File: src/rtl/alloc_pkg.sv
package alloc_pkg;
  typedef enum logic [1:0] {
    ST_IDLE = 2'd0,
    ST_SCAN = 2'd1,
    ST_RESP = 2'd2
  } scan_state_t;
endpackage

File: src/rtl/region_table.sv
// Storage for the free-region slots, with one read port addressed by the
// scanner and one shrink port that trims a single slot.
module region_table #(
  parameter int ENTRIES = 8,
  parameter int AW      = 16,
  parameter int SW      = 16,
  parameter int IW      = 3,
  parameter logic [ENTRIES*AW-1:0] INIT_BASE  = '0,
  parameter logic [ENTRIES*SW-1:0] INIT_SIZE  = '0,
  parameter logic [ENTRIES-1:0]    INIT_VALID = '0
) (
  input  logic                  clk,
  input  logic                  rst_n,
  input  logic [IW-1:0]         rd_idx,
  output logic                  rd_valid,
  output logic [AW-1:0]         rd_base,
  output logic [SW-1:0]         rd_size,
  input  logic                  upd_en,
  input  logic [IW-1:0]         upd_idx,
  input  logic [SW-1:0]         upd_amt,
  output logic [ENTRIES-1:0]    tbl_valid,
  output logic [ENTRIES*AW-1:0] tbl_base_flat,
  output logic [ENTRIES*SW-1:0] tbl_size_flat
);

  for (genvar e = 0; e < ENTRIES; e++) begin : g_slot
    logic          v_q;
    logic [AW-1:0] b_q;
    logic [SW-1:0] s_q;
    logic          hit;
    logic [SW-1:0] s_rem;

    assign hit   = upd_en && (upd_idx == IW'(e));
    assign s_rem = s_q - upd_amt;

    always_ff @(posedge clk or negedge rst_n) begin
      if (!rst_n) begin
        v_q <= INIT_VALID[e];
        b_q <= INIT_BASE[e*AW +: AW];
        s_q <= INIT_SIZE[e*SW +: SW];
      end else if (hit) begin
        v_q <= (s_rem != '0);
        b_q <= b_q + AW'(upd_amt);
        s_q <= s_rem;
      end
    end

    assign tbl_valid[e]              = v_q;
    assign tbl_base_flat[e*AW +: AW] = b_q;
    assign tbl_size_flat[e*SW +: SW] = s_q;
  end

  assign rd_valid = tbl_valid[rd_idx];
  assign rd_base  = tbl_base_flat[rd_idx*AW +: AW];
  assign rd_size  = tbl_size_flat[rd_idx*SW +: SW];

endmodule

File: src/rtl/fit_eval.sv
// Judges the slot under the scanner against the request and the best
// candidate found so far.
module fit_eval #(
  parameter int SW = 16
) (
  input  logic          ent_valid,
  input  logic [SW-1:0] ent_size,
  input  logic [SW-1:0] want,
  input  logic          have_best,
  input  logic [SW-1:0] best_left,
  output logic          fits,
  output logic [SW-1:0] leftover,
  output logic          better
);
  always_comb begin
    fits     = ent_valid && (ent_size >= want);
    leftover = ent_size - want;
    // Strict less-than keeps the earlier slot on a tie.
    better   = fits && (!have_best || (leftover < best_left));
  end
endmodule

File: src/rtl/fit_scan.sv
// Sequencer: accepts a request, walks the slots one per clock, commits the
// shrink and presents the result until it is taken.
module fit_scan
  import alloc_pkg::*;
#(
  parameter int ENTRIES = 8,
  parameter int AW      = 16,
  parameter int SW      = 16,
  parameter int IW      = 3
) (
  input  logic          clk,
  input  logic          rst_n,
  input  logic          req_valid,
  output logic          req_ready,
  input  logic [SW-1:0] req_size,
  input  logic          req_best,
  output logic          rsp_valid,
  input  logic          rsp_ready,
  output logic [AW-1:0] rsp_base,
  output logic          rsp_fail,
  output logic [IW-1:0] rd_idx,
  input  logic          rd_valid,
  input  logic [AW-1:0] rd_base,
  input  logic [SW-1:0] rd_size,
  output logic          upd_en,
  output logic [IW-1:0] upd_idx,
  output logic [SW-1:0] upd_amt
);
  localparam logic [IW-1:0] LAST_IDX = IW'(ENTRIES - 1);

  scan_state_t   state_q, state_d;
  logic [IW-1:0] idx_q;
  logic [SW-1:0] sz_q;
  logic          bf_q;
  logic          have_q;
  logic [IW-1:0] bidx_q;
  logic [SW-1:0] bleft_q;
  logic [AW-1:0] bbase_q;
  logic [AW-1:0] obase_q;
  logic          ofail_q;

  logic          fits, better;
  logic [SW-1:0] leftover;
  logic          accept, scanning, ff_hit, last, done;
  logic          sel_found;
  logic [IW-1:0] sel_idx;
  logic [AW-1:0] sel_base;

  fit_eval #(.SW(SW)) eval_i (
    .ent_valid (rd_valid),
    .ent_size  (rd_size),
    .want      (sz_q),
    .have_best (have_q),
    .best_left (bleft_q),
    .fits      (fits),
    .leftover  (leftover),
    .better    (better)
  );

  always_comb begin
    accept    = (state_q == ST_IDLE) && req_valid;
    scanning  = (state_q == ST_SCAN);
    ff_hit    = !bf_q && fits;
    last      = (idx_q == LAST_IDX);
    done      = scanning && (ff_hit || last);
    sel_found = have_q || better;
    sel_idx   = better ? idx_q : bidx_q;
    sel_base  = better ? rd_base : bbase_q;
  end

  always_comb begin
    state_d = state_q;
    unique case (state_q)
      ST_IDLE: if (accept)    state_d = ST_SCAN;
      ST_SCAN: if (done)      state_d = ST_RESP;
      ST_RESP: if (rsp_ready) state_d = ST_IDLE;
      default:                state_d = ST_IDLE;
    endcase
  end

  always_ff @(posedge clk or negedge rst_n) begin
    if (!rst_n) begin
      state_q <= ST_IDLE;
      idx_q   <= '0;
      sz_q    <= '0;
      bf_q    <= 1'b0;
      have_q  <= 1'b0;
      bidx_q  <= '0;
      bleft_q <= '0;
      bbase_q <= '0;
      obase_q <= '0;
      ofail_q <= 1'b0;
    end else begin
      state_q <= state_d;
      if (accept) begin
        sz_q   <= req_size;
        bf_q   <= req_best;
        idx_q  <= '0;
        have_q <= 1'b0;
      end
      if (scanning && !done) begin
        idx_q <= idx_q + 1'b1;
        if (better) begin
          have_q  <= 1'b1;
          bidx_q  <= idx_q;
          bleft_q <= leftover;
          bbase_q <= rd_base;
        end
      end
      if (done) begin
        obase_q <= sel_found ? sel_base : '0;
        ofail_q <= !sel_found;
      end
    end
  end

  assign req_ready = (state_q == ST_IDLE);
  assign rsp_valid = (state_q == ST_RESP);
  assign rsp_base  = obase_q;
  assign rsp_fail  = ofail_q;
  assign rd_idx    = idx_q;
  assign upd_en    = done && sel_found;
  assign upd_idx   = sel_idx;
  assign upd_amt   = sz_q;

endmodule

File: src/rtl/region_alloc.sv
module region_alloc #(
  parameter int ENTRIES = 8,
  parameter int AW      = 16,
  parameter int SW      = 16,
  parameter logic [ENTRIES*AW-1:0] INIT_BASE =
    {16'd0, 16'd0, 16'd0, 16'd0, 16'd0, 16'd800, 16'd300, 16'd0},
  parameter logic [ENTRIES*SW-1:0] INIT_SIZE =
    {16'd0, 16'd0, 16'd0, 16'd0, 16'd0, 16'd200, 16'd400, 16'd50},
  parameter logic [ENTRIES-1:0] INIT_VALID = 8'b0000_0111
) (
  input  logic          clk,
  input  logic          rst_n,
  input  logic          req_valid,
  output logic          req_ready,
  input  logic [SW-1:0] req_size,
  input  logic          req_best,
  output logic          rsp_valid,
  input  logic          rsp_ready,
  output logic [AW-1:0] rsp_base,
  output logic          rsp_fail
);
  localparam int IW = (ENTRIES > 1) ? $clog2(ENTRIES) : 1;

  logic [IW-1:0]         rd_idx;
  logic                  rd_valid;
  logic [AW-1:0]         rd_base;
  logic [SW-1:0]         rd_size;
  logic                  upd_en;
  logic [IW-1:0]         upd_idx;
  logic [SW-1:0]         upd_amt;
  logic [ENTRIES-1:0]    tbl_valid;
  logic [ENTRIES*AW-1:0] tbl_base_flat;
  logic [ENTRIES*SW-1:0] tbl_size_flat;

  region_table #(
    .ENTRIES(ENTRIES), .AW(AW), .SW(SW), .IW(IW),
    .INIT_BASE(INIT_BASE), .INIT_SIZE(INIT_SIZE), .INIT_VALID(INIT_VALID)
  ) table_i (
    .clk           (clk),
    .rst_n         (rst_n),
    .rd_idx        (rd_idx),
    .rd_valid      (rd_valid),
    .rd_base       (rd_base),
    .rd_size       (rd_size),
    .upd_en        (upd_en),
    .upd_idx       (upd_idx),
    .upd_amt       (upd_amt),
    .tbl_valid     (tbl_valid),
    .tbl_base_flat (tbl_base_flat),
    .tbl_size_flat (tbl_size_flat)
  );

  fit_scan #(
    .ENTRIES(ENTRIES), .AW(AW), .SW(SW), .IW(IW)
  ) scan_i (
    .clk       (clk),
    .rst_n     (rst_n),
    .req_valid (req_valid),
    .req_ready (req_ready),
    .req_size  (req_size),
    .req_best  (req_best),
    .rsp_valid (rsp_valid),
    .rsp_ready (rsp_ready),
    .rsp_base  (rsp_base),
    .rsp_fail  (rsp_fail),
    .rd_idx    (rd_idx),
    .rd_valid  (rd_valid),
    .rd_base   (rd_base),
    .rd_size   (rd_size),
    .upd_en    (upd_en),
    .upd_idx   (upd_idx),
    .upd_amt   (upd_amt)
  );

endmodule

File: config.mk
export PLATFORM = sky130hd
export DESIGN_NAME = region_alloc
export DESIGN_NICKNAME = d
export VERILOG_FILES = /design/src/rtl/alloc_pkg.sv /design/src/rtl/region_table.sv /design/src/rtl/fit_eval.sv /design/src/rtl/fit_scan.sv /design/src/rtl/region_alloc.sv
export SDC_FILE = /design/constraint.sdc
export NUM_CORES = 1
export LEC_CHECK = 0
export BUFFER_PORTS_ARGS = -buffer_cell sky130_fd_sc_hd__buf_4
export CAP_MARGIN = 20
export CORE_MARGIN = 3
export CORE_UTILIZATION = 55
export DETAILED_ROUTE_END_ITERATION = 10
export PLACE_DENSITY = 0.74
export SLEW_MARGIN = 10
export SYNTH_ARGS = -nofsm -noshare
export SYNTH_HDL_FRONTEND = slang
export SYNTH_SLANG_ARGS = --single-unit
File: constraint.sdc
create_clock -name clk -period 6.6 [get_ports clk]
set_clock_uncertainty 0.2 [all_clocks]
set_input_delay 0.33 -clock clk [delete_from_list [all_inputs] [get_ports clk]]
set_output_delay 0.33 -clock clk [all_outputs]
set_load 0.02 [all_outputs]
==> results by group, run 1 <==
Status
  – Status: finished, final reports clean

STA
  – Fmax: roughly 160 MHz
  – Final setup fails: 0
  – Clock period minus worst slack: between 6 and 7 ns
  – Worst-Margin Slew: roughly 0.94 ns
  – Worst slew margin: 0.3702
  – Setup TNS: 0 ns
  – Fin crit share: 0.9484
  – RSZ-0062 raised after global routing: false
  – Pins Over Slew Limit: 0
  – Final Hold Vio Count: 0

Setup path
  – CP arrival: roughly 6.5 ns
  – Worst-path fanout max: 16
  – WP data required: between 6 and 7 ns
  – Slowest-stage cell, CP: mux4_2
  – Critical Path Max Stage Delay: ~0.55 ns
  – Crit-path cells: buf_4 > mux4_2 > nand2_1 > nand2_1 > ha_1 > a21oi_1 > nand2_1 > o21ai_1 > o2111ai_1 > nand2_1 > a21boi_0 > ha_1 > nand2_1 > nor2_1 > o2111ai_1 > and3_1 > o21ai_0 > mux2i_1 > nand4_1 > or4_1 > o32a_1
  – CP Launch Type: flip-flop
  – Top Family by Delay on Critical Path: compound AO/OA/AOI/OAI gates
  – Buffer and inverter count on the worst path: 1
  – Critical path's most frequent cell: nand2_1
  – Critical path type: reg2reg
  – Crit. End Element: flip-flop

Clocking
  – CTS Root Cell: clkbuf_16
  – Worst skew pair latency: 0.58 ns
  – # clock sinks: roughly 340
  – Post-CTS setup buffer count: 0
  – Clock buffer depth: 3
  – H-tree depth: 2
  – TritonCTS clock tree: done
  – CTS buffer count: between 40 and 50
  – Clock transition at path regs: around 0.060 ns

Layout
  – Area Overhead vs Synth: 10.62%
  – Commonest non-fill, non-tap cell in the layout: nand2_1
  – N_diodes: 0
  – Most frequent cells in the layout: nand2_1 (405), dfrtp_1 (318), o21ai_0 (298)
  – Final cell count without fillers: around 3600
  – Layout cells sized above 1: 0.1258
  – Layout Nets: between 3000 and 4000
  – Post-route design area: 29440 µm²

Synthesis
  – Post-Syn Area: 26620 µm²
  – Syn Area/Cell: slightly above 9 µm²
  – Post-synth EDFFs: 0
  – Top cells by area, synth: dfrtp_1 (30%), ha_1 (13%), nand2_1 (5.7%)
  – Synth Instances: about 2900
  – Main flop type after synthesis: dfrtp_1
  – Net count after synthesis: 3196
  – Yosys cell types: 87
  – Sequential area share after synthesis: 0.3196
  – Flops & latches, synth: 339
  – Top cell type by total area after synthesis: dfrtp_1
  – Async set-reset flop share out of synthesis: 1.000
  – Post-synth top area share: 0.3009
  – Ys Warns: 0

Detailed routing
  – DRC violations left: 0
  – Routed wire length: 75360 µm
  – Post-DRT Antenna Nets: 0
  – Initial drt markers: between 1500 and 2000
  – Vias per std cell: roughly 6.3
  – Pre-antenna DRT Iters: 6
  – WL per Instance: ~21 µm
  – Vias post-DR: 22573

Die
  – Core area: between 40000 and 50000 µm²
  – Initial Util: 0.5645
  – Die X: between 200 and 250 µm
  – Die ar.: 51070 µm²
  – Num rows: 79
  – Die height: 226.0 µm
  – I/O pins: 40

GRT
  – All-Layer GR Usage: 0.2962
  – GRT overflow: 0
  – First-pass GRT wire length: 119200 µm
  – Largest net degree at the start of global routing: ~140
  – Via count of the first global-routing pass: around 22000
  – Initial antenna violation count: 2

Placement
  – Gpl congestion: 0.9482
  – PortBufs: 39
  – Placed inst area: between 20000 and 30000 µm²
  – Placed Instances: approximately 3500
  – DP HPWL: ~56000 µm

Worst hold path
  – Min-Delay Path Class: in2async

Power
  – P per Cell Area: 341.5 nW/µm²
  – Max VDD drop: just under 0.0002 V
  – Leak pwr: 13.87 nW

Job
  – Maxcap violations: 0
[metrics by stage]
stage	power [mW]	util	setup slack, ns	hold slack (ns)
after global placement	7.307	0.5890	0.3434	0.08877
after detailed placement	7.521	0.5890	0.3030	0.09711
after floorplan	6.067	-	0.1912	-0.1656
final	10.06	0.6245	0.3402	0.08236
after global routing	10.69	0.6245	0.02554	0.1289
after CTS	9.988	0.6233	0.2470	0.09260
[report_power, final]
group          internal (mW)  switching (mW)
Clock                   1.48           0.941
Sequential              2.20           0.214
Combinational           2.04            3.18
[synth_stat cells, drive strengths merged, types with 25 or more instances]
| cell type | number |
|---|---|
| inv | 125 |
| a31oi | 26 |
| xor2 | 102 |
| dfrtp | 320 |
| buf | 48 |
| ha | 274 |
| o21ai | 304 |
| nor3 | 89 |
| xnor2 | 103 |
| nand3 | 50 |
| mux2 | 94 |
| nor2 | 157 |
| or3 | 25 |
| nand2b | 35 |
| nand2 | 408 |
| and3 | 26 |
| mux4 | 66 |
| o21a | 44 |
| a21oi | 123 |
| a21o | 59 |
| nor2b | 42 |
| clkbuf | 40 |
[worst register-to-register path: cells and delay by family (launching register included)]
family	cells	cell delay, ns
mux	2	0.99
simple gates	9	1.44
compound gates	7	2.03
flops	1	0.54
fa+ha+maj	2	0.61
buf+inv	1	0.35
[layer usage]
layer  GRT usage  vias to the layer above  wire length [µm]
met1      0.4079                    11006             33150
met4      0.1084                        2              2605
met3     0.05161                      174              5370
li1            -                    10644                 -
met5           0                        -                10
met2      0.4712                      747             34220
[cell type report]
cell class,instances,area [µm²]
Fill cell,3881,17710
Multi-Input combinational cell,2332,17300
Sequential cell,339,8514
Clock buffer,65,1239
Timing Repair Buffer,111,984.7
Tap cell,607,759.5
Inverter,125,469.2
Clock inverter,10,178.9
[flip-flops by register name (all words and copies together) (netlist names)]
register,count
scan_i.bbase_q,16
scan_i.bidx_q,3
scan_i.rsp_base,16
table_i.g_slot.v_q,8
scan_i.bf_q,1
table_i.g_slot.b_q,128
scan_i.have_q,1
scan_i.bleft_q,16
table_i.g_slot.s_q,128
scan_i.upd_amt,16
scan_i.state_q,2
scan_i.rsp_fail,1
scan_i.rd_idx,3
[timing repair]
action / in CTS / in global routing
hold buffers: 20 / 0
resized for setup: 0 / 4
endpoints found under the hold margin: 74 / 0
endpoints found under the setup margin: 0 / 176
[cells by family (layout without fill, tap and decap cells)]
logic type / after synthesis / count (layout) / synth area share
buffers and inverters: 213 / 311 / 0.03262
xor gates and xnor gates: 205 / 205 / 0.06746
muxes: 181 / 181 / 0.1042
adders and majority gates: 291 / 291 / 0.1416
AOI/OAI and AO/OA: 738 / 738 / 0.1762
DFF: 339 / 339 / 0.3196
and+or+nand+nor: 917 / 917 / 0.1583
[final timing paths]
check	start	endpoint	slack, ns	cells past startpoint
setup / recovery	scan_i.rd_idx[0]	table_i.g_slot[4].v_q	0.34	21
max in group asynchronous	rst_n	scan_i.state_q[1]	4.76	3
hold reg to reg	table_i.g_slot[7].b_q[15]	table_i.g_slot[7].b_q[15]	0.28	1
hold / removal	rst_n	table_i.g_slot[0].s_q[3]	0.08	2
setup reg to reg	scan_i.rd_idx[0]	table_i.g_slot[4].v_q	0.34	21
min in group clk	table_i.g_slot[7].b_q[15]	table_i.g_slot[7].b_q[15]	0.28	1
Note: power is estimated with default switching activity, not from simulation.
==> run 2: changes to the inputs <==
Settings changed: CORE_ASPECT_RATIO set to 1.75.
==> run 2 against run 1 <==
Net effect:
- cell count is 1.0% higher
- register-to-register slack better by 0.06 ns
- sequential power hardly changed
- count of clock-buffer cells in the layout is 11 lower
- maximum frequency is 0.91% higher
- routed wire length is 2.6% higher
- critical path type unchanged
- highest routed layer is now met4
==> results by group, run 2 (same netlist as run 1, synthesis figures left out) <==
Status
  – Status: finished, final reports clean

Detailed routing
  – Routed wire length: roughly 77000 µm
  – Vias post-DR: around 22000
  – Post-DRT Antenna Nets: 0
  – Initial drt markers: approximately 1400
  – Pre-antenna DRT Iters: 6
  – Vias per std cell: 6.193
  – DRC violations left: 0
  – WL per Instance: between 20 and 25 µm

Die
  – I/O pins: 40
  – Die X: around 170 µm
  – Die height: approximately 300 µm
  – Initial Util: 0.5559
  – Core area: around 48000 µm²
  – Num rows: between 100 and 150
  – Die ar.: just over 50000 µm²

Layout
  – Post-route design area: ~30000 µm²
  – Final Util: 0.6140
  – # fillers: between 4000 and 5000
  – Area Overhead vs Synth: 10.46%
  – Largest regs: table_i.g_slot.b_q x128, table_i.g_slot.s_q x128
  – Layout cells sized above 1: 0.1276
  – Most frequent cells in the layout: nand2_1 (405), dfrtp_1 (318), o21ai_0 (299)
  – Commonest non-fill, non-tap cell in the layout: nand2_1
  – Layout Nets: approximately 3300
  – N_diodes: 0

Clocking
  – Post-CTS setup buffer count: 0
  – CTS buffer count: 37
  – Clock transition at path regs: around 0.06 ns
  – CTS Root Cell: clkbuf_16
  – Clock buffer depth: 3
  – H-tree depth: 2
  – Worst skew pair latency: about 0.55 ns
  – # clock sinks: ~340
  – TritonCTS clock tree: done

STA
  – RSZ-0062 raised after global routing: false
  – Final Hold Vio Count: 0
  – Worst slew margin: 0.2572
  – Fin crit share: 0.9399
  – Pins Over Slew Limit: 0
  – Fmax: 161.2 MHz
  – Setup TNS: 0 ns
  – Worst-Margin Slew: around 1.1 ns
  – Clock period minus worst slack: approximately 6.2 ns
  – Final setup fails: 0

Setup path
  – R2R depth: 21
  – Worst-path fanout max: 16
  – CP Launch Type: flip-flop
  – CP arrival: ~6.4 ns
  – Reg-to-reg endpoint: table_i.g_slot[4].v_q
  – R2R setup slack: just under 0.4 ns
  – RR Startpoint: scan_i.rd_idx[0]
  – Crit. End Element: flip-flop
  – WP data required: 6.82 ns
  – Critical path type: reg2reg
  – Worst setup path end: table_i.g_slot[4].v_q
  – Critical Path Source: scan_i.rd_idx[0]

GRT
  – All-Layer GR Usage: 0.3018
  – GRT overflow: 0
  – Via count of the first global-routing pass: between 20000 and 25000
  – Initial antenna violation count: 0
  – Largest net degree at the start of global routing: 134
  – First-pass GRT wire length: ~120000 µm

Worst hold path
  – Min-Delay Path Class: in2async

Placement
  – Placed inst area: around 28000 µm²
  – Gpl congestion: roughly 0.95
  – DP HPWL: 59400 µm
  – PortBufs: 39

Power
  – Internal power: between 5 and 6 mW
  – P per Cell Area: roughly 340 nW/µm²
  – Final Power: about 10 mW
  – Psw: ~4.3 mW
  – Clock share of power: 0.232
  – Leak pwr: 13.84 nW
  – Comb power frac: 0.525
  – Reg power frac: 0.243
  – Max VDD drop: 0.0002483 V
  – Sw Share: 0.4354

Job
  – Maxcap violations: 0
## run 2: worst min path at each step
stage	start	to	depth (start not counted)
floorplan	rst_n	scan_i.bbase_q[0]	0
global placement	rst_n	table_i.g_slot[5].b_q[12]	1
detailed placement	table_i.g_slot[2].b_q[15]	table_i.g_slot[2].b_q[15]	1
CTS	table_i.g_slot[2].b_q[15]	table_i.g_slot[2].b_q[15]	1
global route	table_i.g_slot[1].b_q[15]	table_i.g_slot[1].b_q[15]	1
finish	rst_n	table_i.g_slot[5].b_q[13]	2
## run 2: routing by layer
layer	vias to the layer above	GRT usage	share of wire
li1	10634	-	-
met1	10762	0.3220	0.35
met2	722	0.5263	0.50
met3	339	0.04521	0.049
met4	0	0.2283	0.095
met5	-	0	0
## run 2: metrics by stage
step / std cells / setup WS, ns / hold WS, ns
2_1_floorplan: 2884 / 0.1912 / -0.1656
3_3_place_gp: 3537 / 0.5125 / 0.2578
3_5_place_dp: 3537 / 0.3828 / 0.2576
4_1_cts: 3625 / 0.3215 / 0.2699
5_1_grt: 3626 / 0.04076 / 0.2834
6_report: 3626 / 0.3965 / 0.2126
## run 2: power groups by stage
stage	Clock [mW]	Sequential (mW)	Combinational, mW
final	2.32	2.42	5.24
after global routing	2.42	2.42	5.77
after CTS	2.35	2.41	5.19
after detailed placement	0	2.45	5.14
after global placement	0	2.44	4.94
after floorplan	0	2.38	3.68
## run 2: cell type report
cell class / count / area [µm²] / area share
Multi-Input combinational cell: 2332 / 17310 / 0.5887
Inverter: 125 / 469.2 / 0.01596
Sequential cell: 339 / 8514 / 0.2896
Tap cell: 648 / 810.8 / 0.02758
Clock buffer: 54 / 1132 / 0.03852
Timing Repair Buffer: 114 / 962.2 / 0.03273
Clock inverter: 14 / 202.7 / 0.006895
## run 2: timing repair
| item | in CTS | in global routing |
|---|---|---|
| endpoints found under the hold margin | 124 | 0 |
| hold buffers | 20 | 0 |
| gates resized for setup | 0 | 5 |
| setup endpoints to repair | 0 | 103 |
## run 2: critical path: stages (launching register included)
cell,delay [ns]
dfrtp_4,0.49
buf_4,0.32
mux4_2,0.57
nand2_1,0.08
nand2_1,0.06
ha_1,0.35
o21ai_0,0.14
a21oi_1,0.27
o21ai_0,0.15
buf_4,0.17
o2111ai_1,0.24
a2111oi_0,0.15
o41ai_1,0.43
xor2_1,0.24
ha_1,0.23
o21ai_0,0.11
nand2b_1,0.18
o21ai_0,0.39
mux2i_2,0.42
nand4_1,0.17
or4_1,0.42
o32a_1,0.29
==> run 3: changes to the inputs <==
Settings changed: PLACE_DENSITY 0.74 to 0.8, REMOVE_ABC_BUFFERS set to 1.
==> run 3 against run 2 <==
Net effect:
- cell area hardly changed
- first-iteration DRC count is 6.0% lower
- die area stayed put
- global-route usage is 0.62 points higher
- via count is 1.3% higher
- sequential power hardly changed
- register-to-register slack worse by 0.12 ns
==> results by group, run 3 (same netlist as run 1, synthesis figures left out) <==
GRT
  – First-pass GRT wire length: between 100000 and 150000 µm
  – All-Layer GR Usage: 0.3081
  – GRT overflow: 0
  – Largest net degree at the start of global routing: 106
  – Via count of the first global-routing pass: ~24000
  – Initial antenna violation count: 0

Power
  – Clock share of power: 0.235
  – P per Cell Area: between 300 and 400 nW/µm²
  – Leak pwr: around 14 nW
  – Comb power frac: 0.521
  – Sw Share: 0.4328
  – Final Power: approximately 9.9 mW
  – Reg power frac: 0.245
  – Internal power: around 5.6 mW
  – Psw: 4.299 mW
  – Max VDD drop: between 0.0002 and 0.00025 V

Detailed routing
  – Pre-antenna DRT Iters: 5
  – WL per Instance: about 22 µm
  – Vias per std cell: 6.270
  – Vias post-DR: roughly 23000
  – Post-DRT Antenna Nets: 0
  – Routed wire length: ~79000 µm
  – DRC violations left: 0
  – Initial drt markers: ~1300

Clocking
  – Worst skew pair latency: ~0.55 ns
  – # clock sinks: ~340
  – Clock transition at path regs: about 0.07 ns
  – CTS buffer count: 36
  – TritonCTS clock tree: done
  – CTS Root Cell: clkbuf_16
  – Clock buffer depth: 3
  – H-tree depth: 2

STA
  – Fin crit share: 0.9583
  – Final worst slack: 0.2751 ns
  – Fmax: around 160 MHz
  – Setup TNS: 0 ns
  – Final Hold Vio Count: 0
  – Final setup fails: 0
  – Worst slew margin: 0.3194
  – Worst-Margin Slew: roughly 1.0 ns
  – Pins Over Slew Limit: 0
  – Clock period minus worst slack: between 6 and 7 ns

Die
  – Die X: between 150 and 200 µm
  – Initial Util: 0.5559
  – Die ar.: ~51000 µm²
  – I/O pins: 40
  – Core area: between 40000 and 50000 µm²
  – Num rows: 106
  – Die height: 297.0 µm

Setup path
  – Crit. End Element: flip-flop
  – CP arrival: approximately 6.6 ns
  – Worst-path fanout max: 12
  – CP Launch Type: flip-flop
  – Critical path type: reg2reg
  – WP data required: roughly 7 ns
  – R2R setup slack: approximately 0.28 ns

Worst hold path
  – Min-Delay Path Class: in2async

Placement
  – Gpl congestion: 0.9837
  – PortBufs: 39
  – DP HPWL: ~60000 µm
  – Placed inst area: between 20000 and 30000 µm²
  – Setup WS pre-CTS: 0.08342 ns

Layout
  – Largest regs: table_i.g_slot.b_q x128, table_i.g_slot.s_q x128
  – Commonest non-fill, non-tap cell in the layout: nand2_1
  – Layout cells sized above 1: 0.1282
  – Layout Nets: 3265
  – N_diodes: 0
  – Area Overhead vs Synth: 10.45%
  – Post-route design area: between 20000 and 30000 µm²
  – Most frequent cells in the layout: nand2_1 (404), dfrtp_1 (318), o21ai_0 (298)

Status
  – Status: finished, final reports clean

Job
  – Maxcap violations: 0
run 3: cell types whose count changed in the layout (fill, tap and decap cells not counted), sizes merged:
cell / before / now
buf: 94 / 99
inv: 126 / 125
bufinv: 5 / 8
clkinv: 8 / 7
dlygate4sd3: 20 / 19
clkbuf: 54 / 50
run 3: metrics by stage:
step	hold WS [ns]	util	std cells
after floorplan	-0.1656	-	2796
after global placement	0.2005	0.5812	3540
after detailed placement	0.2015	0.5815	3541
after CTS	0.1024	0.6128	3624
after global routing	0.1417	0.6140	3627
final	0.1152	0.6140	3627
run 3: critical path, stage by stage, from the launching register on:
cell	delay (ns)
dfrtp_4	0.56
mux4_2	0.60
nand2_1	0.09
o21ai_0	0.15
ha_1	0.34
nor2b_1	0.11
o21ai_0	0.11
a21oi_1	0.23
o21ai_0	0.12
buf_4	0.16
o2111ai_1	0.30
a2111oi_0	0.17
o41ai_1	0.49
xor2_1	0.16
ha_1	0.24
a211oi_1	0.39
a21oi_1	0.22
a211oi_1	0.51
o31a_1	0.63
o21ai_0	0.24
xnor2_1	0.17
run 3: final timing paths:
| path | from | end | cells after the start |
|---|---|---|---|
| worst min-delay path | rst_n | scan_i.rsp_base[14] | 2 |
| max in group asynchronous | rst_n | scan_i.rd_idx[0] | 3 |
| min in group clk | req_valid | scan_i.state_q[0] | 3 |
| worst max-delay path | scan_i.rd_idx[0] | table_i.g_slot[7].b_q[15] | 20 |
| worst min register to register | table_i.g_slot[6].b_q[15] | table_i.g_slot[6].b_q[15] | 1 |
| worst max register to register | scan_i.rd_idx[0] | table_i.g_slot[7].b_q[15] | 20 |
run 3: repair_timing:
action | CTS | global route
resized for setup | 0 | 4
endpoints found under the setup margin | 0 | 33
hold buffers | 19 | 0
endpoints found under the hold margin | 112 | 0
buffers inserted | 0 | 1
run 3: final cells by class:
cell class	count	area [µm²]
inverter	125	469.2
clock inverter	15	279.0
fill	3873	18480
tap	648	810.8
clock buffer	49	1031
timing repair buffer	119	984.7
sequential	339	8514
multi-input combinational	2332	17310
run 3: routing by layer:
metal | share of wire | vias to the layer above | GRT usage
met5 | 0 | - | 0
met4 | 0.089 | 0 | 0.2325
met3 | 0.040 | 329 | 0.03577
met2 | 0.53 | 703 | 0.5644
met1 | 0.34 | 11098 | 0.3104
li1 | - | 10611 | -
run 3: power by group through the flow:
stage	clock network (mW)	registers, mW	logic [mW]
finish	2.33	2.43	5.17
global placement	0	2.45	4.84
global route	2.43	2.44	5.68
floorplan	0	2.56	3.48
CTS	2.34	2.42	5.10
detailed placement	0	2.46	5.06
